==> src/rtl/tune_pkg.sv <==
package tune_pkg;
   typedef enum logic [2:0] {
      S_IDLE, S_INIT, S_PROG, S_TEST, S_SEL, S_FINAL
   } tune_state_e;

   localparam logic [2:0] E_NONE   = 3'd0;
   localparam logic [2:0] E_INIT   = 3'd1;
   localparam logic [2:0] E_PROG   = 3'd2;
   localparam logic [2:0] E_SEL    = 3'd3;
   localparam logic [2:0] E_NOPASS = 3'd4;
endpackage

==> src/rtl/tune_need_chk.sv <==
module tune_need_chk #(
   parameter int FREQ_W = 32,
   parameter int unsigned FREQ_LIMIT = 100_000_000,
   parameter int MODE_W = 3,
   parameter logic [MODE_W-1:0] MODE_A = 3'd4,
   parameter logic [MODE_W-1:0] MODE_B = 3'd6
) (
   input  logic [FREQ_W-1:0] freq,
   input  logic [MODE_W-1:0] mode,
   output logic              need
);
   if (FREQ_W < 8) begin : g_bad_fw
      $error("tune_need_chk: FREQ_W too small");
   end
   if (MODE_A == MODE_B) begin : g_bad_mode
      $error("tune_need_chk: tuned modes must differ");
   end

   logic fast, tuned_mode;
   assign fast       = freq > FREQ_W'(FREQ_LIMIT);
   assign tuned_mode = (mode == MODE_A) || (mode == MODE_B);
   assign need       = fast && tuned_mode;
endmodule

==> src/rtl/tune_pass_mask.sv <==
module tune_pass_mask #(
   parameter int N = 16,
   localparam int IW = $clog2(N)
) (
   input  logic          clk,
   input  logic          rst_n,
   input  logic          clr,
   input  logic          set_en,
   input  logic [IW-1:0] idx,
   input  logic          pass,
   output logic [N-1:0]  mask
);
   if (N < 2) begin : g_bad_n
      $error("tune_pass_mask: N must be at least 2");
   end

   for (genvar i = 0; i < N; i++) begin : g_bit
      always_ff @(posedge clk or negedge rst_n) begin
         if (!rst_n)                                 mask[i] <= 1'b0;
         else if (clr)                               mask[i] <= 1'b0;
         else if (set_en && pass && idx == IW'(i))   mask[i] <= 1'b1;
      end
   end


   mask_monotone_chk: assert property (@(posedge clk) disable iff (!rst_n)
      !clr |=> ((mask & $past(mask)) == $past(mask)));


   mask_single_set_chk: assert property (@(posedge clk) disable iff (!rst_n)
      !clr |=> $countones(mask ^ $past(mask)) <= 1);
endmodule

==> src/rtl/tune_attempt_ctr.sv <==
module tune_attempt_ctr #(
   parameter int MAX = 3,
   localparam int AW = (MAX > 1) ? $clog2(MAX) : 1
) (
   input  logic          clk,
   input  logic          rst_n,
   input  logic          clr,
   input  logic          inc,
   output logic [AW-1:0] cnt,
   output logic          last
);
   if (MAX < 1) begin : g_bad_max
      $error("tune_attempt_ctr: MAX must be at least 1");
   end

   always_ff @(posedge clk or negedge rst_n) begin
      if (!rst_n)                 cnt <= '0;
      else if (clr)               cnt <= '0;
      else if (inc && !last)      cnt <= cnt + 1'b1;
   end

   assign last = (cnt == AW'(MAX - 1));


   attempt_bound_chk: assert property (@(posedge clk) disable iff (!rst_n)
      cnt <= AW'(MAX - 1));
endmodule

==> src/rtl/tune_sweep_ctrl.sv <==
module tune_sweep_ctrl
   import tune_pkg::*;
#(
   parameter int NUM_PHASES = 16,
   parameter int MAX_ATTEMPTS = 3,
   parameter int FREQ_W = 32,
   parameter int unsigned FREQ_LIMIT = 100_000_000,
   parameter int MODE_W = 3,
   parameter logic [MODE_W-1:0] TUNED_MODE_A = 3'd4,
   parameter logic [MODE_W-1:0] TUNED_MODE_B = 3'd6,
   localparam int PH_W = $clog2(NUM_PHASES)
) (
   input  logic                  clk,
   input  logic                  rst_n,
   input  logic                  start,
   input  logic [FREQ_W-1:0]     clk_freq,
   input  logic [MODE_W-1:0]     timing_mode,
   output logic                  dl_init_req,
   input  logic                  dl_init_done,
   input  logic                  dl_init_err,
   output logic                  dl_phase_req,
   output logic [PH_W-1:0]       dl_phase_val,
   input  logic                  dl_phase_done,
   input  logic                  dl_phase_err,
   output logic                  test_req,
   input  logic                  test_done,
   input  logic                  test_pass,
   output logic                  sel_req,
   output logic [NUM_PHASES-1:0] sel_mask,
   input  logic                  sel_done,
   input  logic                  sel_err,
   input  logic [PH_W-1:0]       sel_phase,
   output logic                  busy,
   output logic                  done,
   output logic                  err,
   output logic [2:0]            err_code,
   output logic [PH_W-1:0]       final_phase
);
   if (NUM_PHASES < 2) begin : g_bad_np
      $error("tune_sweep_ctrl: NUM_PHASES must be at least 2");
   end
   if (MAX_ATTEMPTS < 1) begin : g_bad_att
      $error("tune_sweep_ctrl: MAX_ATTEMPTS must be at least 1");
   end

   localparam int AW = (MAX_ATTEMPTS > 1) ? $clog2(MAX_ATTEMPTS) : 1;

   tune_state_e           state;
   logic [PH_W-1:0]       ph_idx, chosen, fin_q;
   logic                  done_q, err_q;
   logic [2:0]            code_q;
   logic                  need, last_phase, any_pass, att_last;
   logic [NUM_PHASES-1:0] mask, pass_vec;
   logic [AW-1:0]         att_cnt;
   logic                  mask_clr, att_clr, att_inc, go;

   tune_need_chk #(
      .FREQ_W(FREQ_W), .FREQ_LIMIT(FREQ_LIMIT), .MODE_W(MODE_W),
      .MODE_A(TUNED_MODE_A), .MODE_B(TUNED_MODE_B)
   ) u_need (
      .freq(clk_freq), .mode(timing_mode), .need(need)
   );

   assign go       = (state == S_IDLE) && start;
   assign mask_clr = (state == S_INIT) && dl_init_done && !dl_init_err;

   tune_pass_mask #(.N(NUM_PHASES)) u_mask (
      .clk(clk), .rst_n(rst_n), .clr(mask_clr),
      .set_en((state == S_TEST) && test_done),
      .idx(ph_idx), .pass(test_pass), .mask(mask)
   );

   assign last_phase = (ph_idx == PH_W'(NUM_PHASES - 1));
   assign pass_vec   = test_pass ? (NUM_PHASES'(1) << ph_idx) : '0;
   assign any_pass   = |(mask | pass_vec);
   assign att_clr    = go && need;
   assign att_inc    = (state == S_TEST) && test_done && last_phase && !any_pass;

   tune_attempt_ctr #(.MAX(MAX_ATTEMPTS)) u_att (
      .clk(clk), .rst_n(rst_n), .clr(att_clr), .inc(att_inc),
      .cnt(att_cnt), .last(att_last)
   );

   always_ff @(posedge clk or negedge rst_n) begin
      if (!rst_n) begin
         state  <= S_IDLE;
         ph_idx <= '0;
         chosen <= '0;
         fin_q  <= '0;
         done_q <= 1'b0;
         err_q  <= 1'b0;
         code_q <= E_NONE;
      end else begin
         done_q <= 1'b0;
         err_q  <= 1'b0;
         case (state)
            S_IDLE: if (start) begin
               code_q <= E_NONE;
               if (need) state  <= S_INIT;
               else      done_q <= 1'b1;
            end
            S_INIT: if (dl_init_done) begin
               if (dl_init_err) begin
                  state <= S_IDLE; err_q <= 1'b1; code_q <= E_INIT;
               end else begin
                  ph_idx <= '0;
                  state  <= S_PROG;
               end
            end
            S_PROG: if (dl_phase_done) begin
               if (dl_phase_err) begin
                  state <= S_IDLE; err_q <= 1'b1; code_q <= E_PROG;
               end else begin
                  state <= S_TEST;
               end
            end
            S_TEST: if (test_done) begin
               if (!last_phase) begin
                  ph_idx <= ph_idx + 1'b1;
                  state  <= S_PROG;
               end else if (any_pass) begin
                  state <= S_SEL;
               end else if (att_last) begin
                  state <= S_IDLE; err_q <= 1'b1; code_q <= E_NOPASS;
               end else begin
                  state <= S_INIT;
               end
            end
            S_SEL: if (sel_done) begin
               if (sel_err) begin
                  state <= S_IDLE; err_q <= 1'b1; code_q <= E_SEL;
               end else begin
                  chosen <= sel_phase;
                  state  <= S_FINAL;
               end
            end
            S_FINAL: if (dl_phase_done) begin
               if (dl_phase_err) begin
                  state <= S_IDLE; err_q <= 1'b1; code_q <= E_PROG;
               end else begin
                  fin_q  <= chosen;
                  done_q <= 1'b1;
                  state  <= S_IDLE;
               end
            end
            default: state <= S_IDLE;
         endcase
      end
   end

   assign dl_init_req  = (state == S_INIT);
   assign dl_phase_req = (state == S_PROG) || (state == S_FINAL);
   assign dl_phase_val = (state == S_FINAL) ? chosen : ph_idx;
   assign test_req     = (state == S_TEST);
   assign sel_req      = (state == S_SEL);
   assign sel_mask     = mask;
   assign busy         = (state != S_IDLE);
   assign done         = done_q;
   assign err          = err_q;
   assign err_code     = code_q;
   assign final_phase  = fin_q;


   req_onehot_chk: assert property (@(posedge clk) disable iff (!rst_n)
      $onehot0({dl_init_req, dl_phase_req, test_req, sel_req}));


   done_err_excl_chk: assert property (@(posedge clk) disable iff (!rst_n)
      !(done && err));


   final_stable_chk: assert property (@(posedge clk) disable iff (!rst_n)
      !done |-> $stable(final_phase));


   skip_done_chk: assert property (@(posedge clk) disable iff (!rst_n)
      (go && !need) |=> (done && !busy));


   first_init_chk: assert property (@(posedge clk) disable iff (!rst_n)
      (go && need) |=> dl_init_req);


   sel_nonzero_chk: assert property (@(posedge clk) disable iff (!rst_n)
      sel_req |-> (sel_mask != '0));
endmodule

==> config.mk <==
export PLATFORM = sky130hd
export DESIGN_NAME = tune_sweep_ctrl
export DESIGN_NICKNAME = d
export VERILOG_FILES = /design/src/rtl/tune_pkg.sv /design/src/rtl/tune_need_chk.sv /design/src/rtl/tune_pass_mask.sv /design/src/rtl/tune_attempt_ctr.sv /design/src/rtl/tune_sweep_ctrl.sv
export SDC_FILE = /design/constraint.sdc
export NUM_CORES = 1
export LEC_CHECK = 0
export BUFFER_PORTS_ARGS = -buffer_cell sky130_fd_sc_hd__buf_2
export CAP_MARGIN = 30
export CORE_MARGIN = 3
export CORE_UTILIZATION = 52
export DETAILED_ROUTE_END_ITERATION = 16
export PLACE_DENSITY = 0.88
export SETUP_SLACK_MARGIN = 0.5
export SYNTH_ARGS = -nofsm -noshare
export SYNTH_HDL_FRONTEND = slang
export SYNTH_SLANG_ARGS = --single-unit
export TNS_END_PERCENT = 50
==> constraint.sdc <==
create_clock -name clk -period 4.76 [get_ports clk]
set_input_delay 0.714 -clock clk [delete_from_list [all_inputs] [get_ports clk]]
set_output_delay 0.714 -clock clk [all_outputs]
set_load 0.02 [all_outputs]
==> results_tabular.tex, run 1 <==
\begin{tabular}{lr}
\hline
Metric & Value \\
\hline
\multicolumn{2}{l}{\textbf{Finish}} \\
\quad Number of filler cells placed in the layout & 306 \\
\quad Leading cell types in the layout, fill and taps excluded & buf\_2, dfrtp\_1, nor2\_1 \\
\quad Layout overhead on the synthesized area & 25.4\% \\
\quad Most common library cell in the layout ignoring fill and taps & buf\_2 \\
\quad Layout cell share with drive strength beyond 1 & 35.3\% \\
\quad Combined area of the multi-input logic cells & 1150 sq um \\
\quad Area taken by flip-flops and latches & 951 sq um \\
\quad Nets & 366 \\
\quad Number of standard cells in the final layout excluding fillers & 357 \\
\quad N\_diodes & 0 \\
\quad Area of all placed cells without fillers & 2710 sq um \\
\multicolumn{2}{l}{\textbf{Clock tree}} \\
\quad Clock buffer count from CTS & 5 \\
\quad Number of gates resized after CTS & 0 \\
\quad Deepest clock path buffer count & 2 \\
\quad Worst-Skew Late Latency & 0.29 ns \\
\quad Clk root buf & clkbuf\_8 \\
\quad Clock transition at the register clock pins on the worst setup and hold paths after CTS & 0.07 ns \\
\quad Post-CTS setup repair buffer count & 0 \\
\quad Clock tree from TritonCTS & done \\
\quad Clock Sink Count & 38 \\
\quad H-tree Lvls & 2 \\
\quad Hold-fix buffers at CTS & 0 \\
\multicolumn{2}{l}{\textbf{Placement}} \\
\quad Placed cell area & 2600 sq um \\
\quad Routability-driven placement congestion ratio & 0.943 \\
\quad Count of input and output buffers & 82 \\
\quad Placement-stage worst setup slack & 2.26 ns \\
\quad Detailed-placement wirelength estimate & 4210 um \\
\quad Instance count after placement with tap cells included & 350 \\
\multicolumn{2}{l}{\textbf{Timing}} \\
\quad Post-Route Setup TNS & 0 ns \\
\quad Crit path setup slack, layout & 2.07 ns \\
\quad Finish-stage setup viols & 0 \\
\quad Slew Limit Fails & 0 \\
\quad Worst hold slack & 0.488 ns \\
\quad Final Hold Viols & 0 \\
\quad Setup clock skew after layout & 0.00545 ns \\
\quad Setup repair after global routing missed its margin & false \\
\quad Portion of the clock cycle consumed by the worst path in the final layout & 56.6\% \\
\quad Fmax achieved & 0.371 GHz \\
\quad Slew at the pin closest to its max-slew limit & 0.786 ns \\
\quad Final worst path period need & 2.69 ns \\
\quad Slew HR & 47.6\% \\
\multicolumn{2}{l}{\textbf{Pwr}} \\
\quad Ratio of total power to cell area & 440 nW/um\^{}2 \\
\quad Cell leakage power & 0.00139 uW \\
\quad Maximum vdd ir drop & 0.000309 V \\
\multicolumn{2}{l}{\textbf{Critical path}} \\
\quad Crit Reg-Reg Startpoint & ph\_idx[0]\$\_DFFE\_PN0P\_ \\
\quad Worst setup path class & reg2out \\
\quad Capturing element type of the critical path & output port \\
\quad CP Data Required Time & 4.05 ns \\
\quad Launch point of the worst path & state[1]\$\_DFFE\_PN0P\_ \\
\quad Data arrival at the endpoint of the critical path & 1.98 ns \\
\quad Kind of start point of the critical path & register \\
\quad Maximum fanout count along the critical path & 21 \\
\multicolumn{2}{l}{\textbf{Global route}} \\
\quad Number of global-route vias before repair & 2042 \\
\quad Wire length of the first global-routing pass & 9160 um \\
\quad Congestion Overflow GR & 0 \\
\quad Pin count of the biggest net entering global routing & 39 \\
\quad Antenna violations before repair & 0 \\
\quad Total routing usage reported by global routing & 22.8\% \\
\multicolumn{2}{l}{\textbf{Yosys}} \\
\quad Mean area per synthesized cell & 9.45 sq um \\
\quad Number of synthesis warnings & 0 \\
\quad Top FF cell, synth & dfrtp\_1 \\
\quad Proportion of synthesized chip area in sequential cells & 44.0\% \\
\quad Post-synthesis async set-or-reset flop share & 100\% \\
\quad Post-synthesis instance area & 2160 sq um \\
\quad Flop and latch count out of synthesis & 38 \\
\quad Number of nets in the synthesized netlist & 286 \\
\quad Synth unique cells & 51 \\
\quad Cell count after synthesis & 229 \\
\quad Number of flops mapped to enable cells by yosys & 0 \\
\multicolumn{2}{l}{\textbf{Die}} \\
\quad Initial standard-cell utilization of the core & 56.5\% \\
\quad CORE AREA & 3830 sq um \\
\quad Chip Width & 70.5 um \\
\quad FP Rows & 22 \\
\quad Chip height & 70.5 um \\
\quad Die footprint & 4970 sq um \\
\quad I/O pin total & 84 \\
\multicolumn{2}{l}{\textbf{Hold path}} \\
\quad HP Class & reg2reg \\
\quad Worst Hold Launch & err\_code[2]\$\_DFFE\_PN0P\_ \\
\multicolumn{2}{l}{\textbf{Routing}} \\
\quad DRC Markers & 0 \\
\quad Detailed-router iteration count before antenna repair & 4 \\
\quad Vias after detailed routing & 2115 \\
\quad Per-cell routed wire length & 15.8 um \\
\quad Post-Route WL & 5630 um \\
\quad Number of DRC violations after detailed-routing iteration 0 & 94 \\
\quad Via-to-Cell Ratio & 5.92 \\
\quad Final ANT Viol Nets & 0 \\
\multicolumn{2}{l}{\textbf{Job}} \\
\quad Total of max-cap violations & 0 \\
\multicolumn{2}{l}{\textbf{Outcome}} \\
\quad Status & finished, final reports clean \\
\hline
\end{tabular}
## state kept, by name, indices dropped and copies added (netlist names)
| signal | flops |
|---|---|
| u_att.cnt | 2 |
| ph_idx | 4 |
| err_code | 3 |
| state | 3 |
| chosen | 4 |
| err | 1 |
| u_mask.mask | 16 |
| done | 1 |
| final_phase | 4 |
## critical path: stages (launching register included)
cell	delay, ns
dfrtp_1	0.79
nor2b_1	0.13
nand2_1	0.24
mux2_2	0.37
buf_2	0.16
## cells in the mapped netlist (all sizes together), types with 2 or more instances
master	count	share of area, %
dfrtp	38	44
nor2	28	5.2
a31oi	16	4.6
nand2	15	2.6
o21ai	13	3.0
mux2	12	6.2
nand3	8	1.9
a21oi	7	1.6
clkbuf	7	1.2
ha	7	4.0
inv	7	1.2
a211oi	6	2.3
nand2b	6	1.7
nor3	6	1.4
nor4	6	1.7
nand4	4	1.2
nor2b	4	1.2
and3	3	0.87
buf	3	0.64
or2	3	0.87
or4	3	1.2
a211o	2	0.81
mux2i	2	0.93
nor4b	2	1.1
o21bai	2	0.69
## cell type report
| type | count | share of cell area (%) |
|---|---|---|
| Clock buffer | 6 | 3.04 |
| Clock inverter | 1 | 1.11 |
| Inverter | 7 | 0.968 |
| Multi-Input combinational cell | 174 | 42.2 |
| Sequential cell | 38 | 35.0 |
| Tap cell | 48 | 2.21 |
| Timing Repair Buffer | 83 | 15.4 |
## logic make-up (layout without fill, tap and decap cells)
family | count (synthesis) | count (layout) | share of synthesized area, %
AND/OR/NAND/NOR | 97 | 97 | 24.6
AO/OA/AOI/OAI | 56 | 56 | 17.1
flip-flops | 38 | 38 | 44.0
buffers and inverters | 17 | 97 | 3.07
multiplexers | 14 | 14 | 7.17
adder cells (fa/ha/maj) | 7 | 7 | 4.05
## metal layers
metal / global-route usage (%) / wire length, um / vias to the layer above
met5: 0 / 0 / -
met4: 10.2 / 124 / 0
met3: 6.19 / 513 / 13
met2: 38.0 / 2730 / 99
met1: 27.5 / 2250 / 992
li1: - / - / 1011
## metrics by stage
step                      util [%]  power, uW
after CTS                     70.9       1190
after global routing          70.9       1260
final                         70.9       1190
after floorplan                  -        768
after detailed placement      68.0        917
after global placement        68.0        902
## worst paths after layout
check	endpoint	slack, ns	cells after the start
setup / recovery	dl_phase_val[3]	2.07	4
hold / removal	err_code[2]$_DFFE_PN0P_	0.49	1
setup reg to reg	err_code[0]$_DFFE_PN0P_	2.21	7
hold reg to reg	err_code[2]$_DFFE_PN0P_	0.49	1
max in group asynchronous	err_code[1]$_DFFE_PN0P_	3.76	1
min in group asynchronous	u_mask.mask[9]$_DFFE_PN0P_	0.50	1
## power by group
group / internal [uW] / switching, uW / leakage, uW / total, uW
clock: 168 / 112 / 0.0000573 / 279
combinational: 184 / 276 / 0.000817 / 461
sequential: 368 / 86.5 / 0.000520 / 454
total: 720 / 474 / 0.00139 / 1190
Power figures use the tool's default switching activity.
==> run 2: changes to the inputs <==
CORE_UTILIZATION = 44   (was 52)
PLACE_DENSITY = 0.8   (was 0.88)
clock period = 2.38 ns   (was 4.76 ns; I/O delays follow)
==> results_tabular.tex, run 2 (synthesized netlist as in run 1, its figures left out) <==
\begin{tabular}{lr}
\hline
Metric & Value \\
\hline
\multicolumn{2}{l}{\textbf{Critical path}} \\
\quad R2R setup slack & 0.32 ns \\
\quad Worst path most repeated cell & ha\_4 \\
\quad Capturing element type of the critical path & register \\
\quad Worst-path cell chain & ha\_4, ha\_4, or4\_4, o21ai\_4, nand3\_4, and4b\_1, a211o\_1 \\
\quad Crit Reg-Reg Startpoint & ph\_idx[0]\$\_DFFE\_PN0P\_ \\
\quad Kind of start point of the critical path & register \\
\quad RR Endpoint & err\_code[1]\$\_DFFE\_PN0P\_ \\
\quad Maximum fanout count along the critical path & 4 \\
\quad Worst stage delay on the critical path & 0.47 ns \\
\quad Data arrival at the endpoint of the critical path & 2.24 ns \\
\quad Worst setup path class & reg2reg \\
\quad Reg2Reg Depth & 7 \\
\quad Worst-path cell with the longest stage delay & dfrtp\_2 \\
\quad Number of buffer and inverter instances along the worst setup path & 0 \\
\quad CP Data Required Time & 2.56 ns \\
\quad Gate family responsible for the most delay along the worst path & simple AND/OR/NAND/NOR gates \\
\multicolumn{2}{l}{\textbf{Pwr}} \\
\quad Switching part of the total power & 42.2\% \\
\quad Clock share of power & 16.9\% \\
\quad Cell leakage power & 0.00148 uW \\
\quad Internal power consumption & 1500 uW \\
\quad Logic gate share of total power & 49.5\% \\
\quad Reported net switching power & 1100 uW \\
\quad Maximum vdd ir drop & 0.000516 V \\
\quad Ratio of total power to cell area & 874 nW/um\^{}2 \\
\quad Power share of the sequential group & 33.6\% \\
\multicolumn{2}{l}{\textbf{Routing}} \\
\quad Number of DRC violations after detailed-routing iteration 0 & 185 \\
\quad DRC Markers & 0 \\
\quad Via-to-Cell Ratio & 5.64 \\
\quad Post-Route WL & 6190 um \\
\quad Per-cell routed wire length & 15.9 um \\
\quad Vias after detailed routing & 2195 \\
\quad Detailed-router iteration count before antenna repair & 4 \\
\quad Final ANT Viol Nets & 0 \\
\multicolumn{2}{l}{\textbf{Die}} \\
\quad FP Rows & 24 \\
\quad Chip height & 76.1 um \\
\quad Chip Width & 76.1 um \\
\quad Initial standard-cell utilization of the core & 47.7\% \\
\quad Die footprint & 5790 sq um \\
\quad CORE AREA & 4530 sq um \\
\quad I/O pin total & 84 \\
\multicolumn{2}{l}{\textbf{Hold path}} \\
\quad HP Class & in2async \\
\multicolumn{2}{l}{\textbf{Outcome}} \\
\quad Status & finished, final reports clean \\
\multicolumn{2}{l}{\textbf{Timing}} \\
\quad Final Hold Viols & 0 \\
\quad Fmax achieved & 0.485 GHz \\
\quad Finish-stage setup viols & 0 \\
\quad Slew at the pin closest to its max-slew limit & 0.806 ns \\
\quad Final worst path period need & 2.06 ns \\
\quad Setup repair after global routing missed its margin & true \\
\quad Slew Limit Fails & 0 \\
\quad Portion of the clock cycle consumed by the worst path in the final layout & 86.7\% \\
\quad Setup clock skew after layout & 0.0129 ns \\
\quad Slew HR & 46.2\% \\
\quad Post-Route Setup TNS & 0 ns \\
\multicolumn{2}{l}{\textbf{Placement}} \\
\quad Routability-driven placement congestion ratio & 0.881 \\
\quad Instance count after placement with tap cells included & 373 \\
\quad Detailed-placement wirelength estimate & 4360 um \\
\quad Count of input and output buffers & 82 \\
\multicolumn{2}{l}{\textbf{Global route}} \\
\quad Congestion Overflow GR & 0 \\
\quad Antenna violations before repair & 0 \\
\quad Number of global-route vias before repair & 2147 \\
\quad Total routing usage reported by global routing & 21.3\% \\
\quad Wire length of the first global-routing pass & 10200 um \\
\quad Pin count of the biggest net entering global routing & 39 \\
\multicolumn{2}{l}{\textbf{Finish}} \\
\quad Leading cell types in the layout, fill and taps excluded & buf\_2, dfrtp\_1, nor2\_1 \\
\quad Final core utilization & 65.5\% \\
\quad Number of standard cells in the final layout excluding fillers & 389 \\
\quad Register with the most flip-flops & u\_mask.mask \\
\quad Flip-flop count of the largest register, all copies and words added & 16 \\
\quad Most common library cell in the layout ignoring fill and taps & buf\_2 \\
\quad Nets & 382 \\
\quad Layout cell share with drive strength beyond 1 & 45.4\% \\
\quad Layout overhead on the synthesized area & 37.4\% \\
\quad N\_diodes & 0 \\
\multicolumn{2}{l}{\textbf{Clock tree}} \\
\quad Worst-Skew Late Latency & 0.30 ns \\
\quad Clock transition at the register clock pins on the worst setup and hold paths after CTS & 0.08 ns \\
\quad Clk root buf & clkbuf\_8 \\
\quad Clock Sink Count & 38 \\
\quad Hold-fix buffers at CTS & 0 \\
\quad Clock buffer count from CTS & 5 \\
\quad H-tree Lvls & 2 \\
\quad Deepest clock path buffer count & 2 \\
\quad Clock tree from TritonCTS & done \\
\multicolumn{2}{l}{\textbf{Job}} \\
\quad Total of max-cap violations & 0 \\
\hline
\end{tabular}
run 2: cell type report:
class	count	area (sq um)
clock buffers	6	82.6
fillers	360	1560
inverters	7	26.3
multi-input cells	174	1290
flip-flops and latches	38	956
well taps	65	81.3
repair buffers	99	538
run 2: how the worst max path moves through the flow:
| stage | cells after the start | start | slack, ns | to |
|---|---|---|---|---|
| 2_1_floorplan | 7 | ph_idx[1]$_DFFE_PN0P_ | 0.36 | err_code[0]$_DFFE_PN0P_ |
| 3_3_place_gp | 7 | ph_idx[0]$_DFFE_PN0P_ | 0.22 | err_code[0]$_DFFE_PN0P_ |
| 3_5_place_dp | 7 | ph_idx[0]$_DFFE_PN0P_ | 0.18 | err_code[1]$_DFFE_PN0P_ |
| 4_1_cts | 7 | ph_idx[0]$_DFFE_PN0P_ | 0.35 | err_code[1]$_DFFE_PN0P_ |
| 5_1_grt | 6 | state[0]$_DFFE_PN0P_ | 0.25 | err_code[0]$_DFFE_PN0P_ |
| 6_report | 7 | ph_idx[0]$_DFFE_PN0P_ | 0.32 | err_code[1]$_DFFE_PN0P_ |
run 2: power groups by stage:
| stage | registers [uW] | logic [uW] | clock network [uW] |
|---|---|---|---|
| 2_1_floorplan | 876 | 680 | 0 |
| 3_3_place_gp | 858 | 1030 | 0 |
| 3_5_place_dp | 862 | 1050 | 0 |
| 4_1_cts | 859 | 1180 | 447 |
| 5_1_grt | 886 | 1400 | 482 |
| 6_report | 872 | 1290 | 439 |
run 2: timing repair:
item,4_1_cts,5_1_grt
cloned,0,0
setup buffers,8,2
endpoints found under the setup margin,28,22
resized for setup,15,12
pin swaps,5,5
run 2: per-layer routing:
layer / GRT usage (%) / wire length (um) / vias up
met5: 0 / 0 / -
met4: 8.51 / 65 / 0
met3: 6.62 / 499 / 8
met2: 35.4 / 3090 / 103
met1: 25.7 / 2530 / 1045
li1: - / - / 1039
run 2: worst reg2reg max path, delay by kind of cell (launching register included):
| kind | cells | cell delay (ns) |
|---|---|---|
| compound gates | 2 | 0.40 |
| fa+ha+maj | 2 | 0.35 |
| flops | 1 | 0.47 |
| simple gates | 3 | 0.73 |
run 2: stage by stage:
step           hold slack, ns  cell area [sq um]  setup slack (ns)  power (uW)
5_1_grt                 0.209               2970             0.254        2770
2_1_floorplan          0.0614               2180             0.356        1560
3_5_place_dp            0.495               2690             0.182        1910
3_3_place_gp            0.474               2690             0.223        1890
6_report                0.147               2970             0.317        2600
4_1_cts                 0.183               2890             0.348        2490
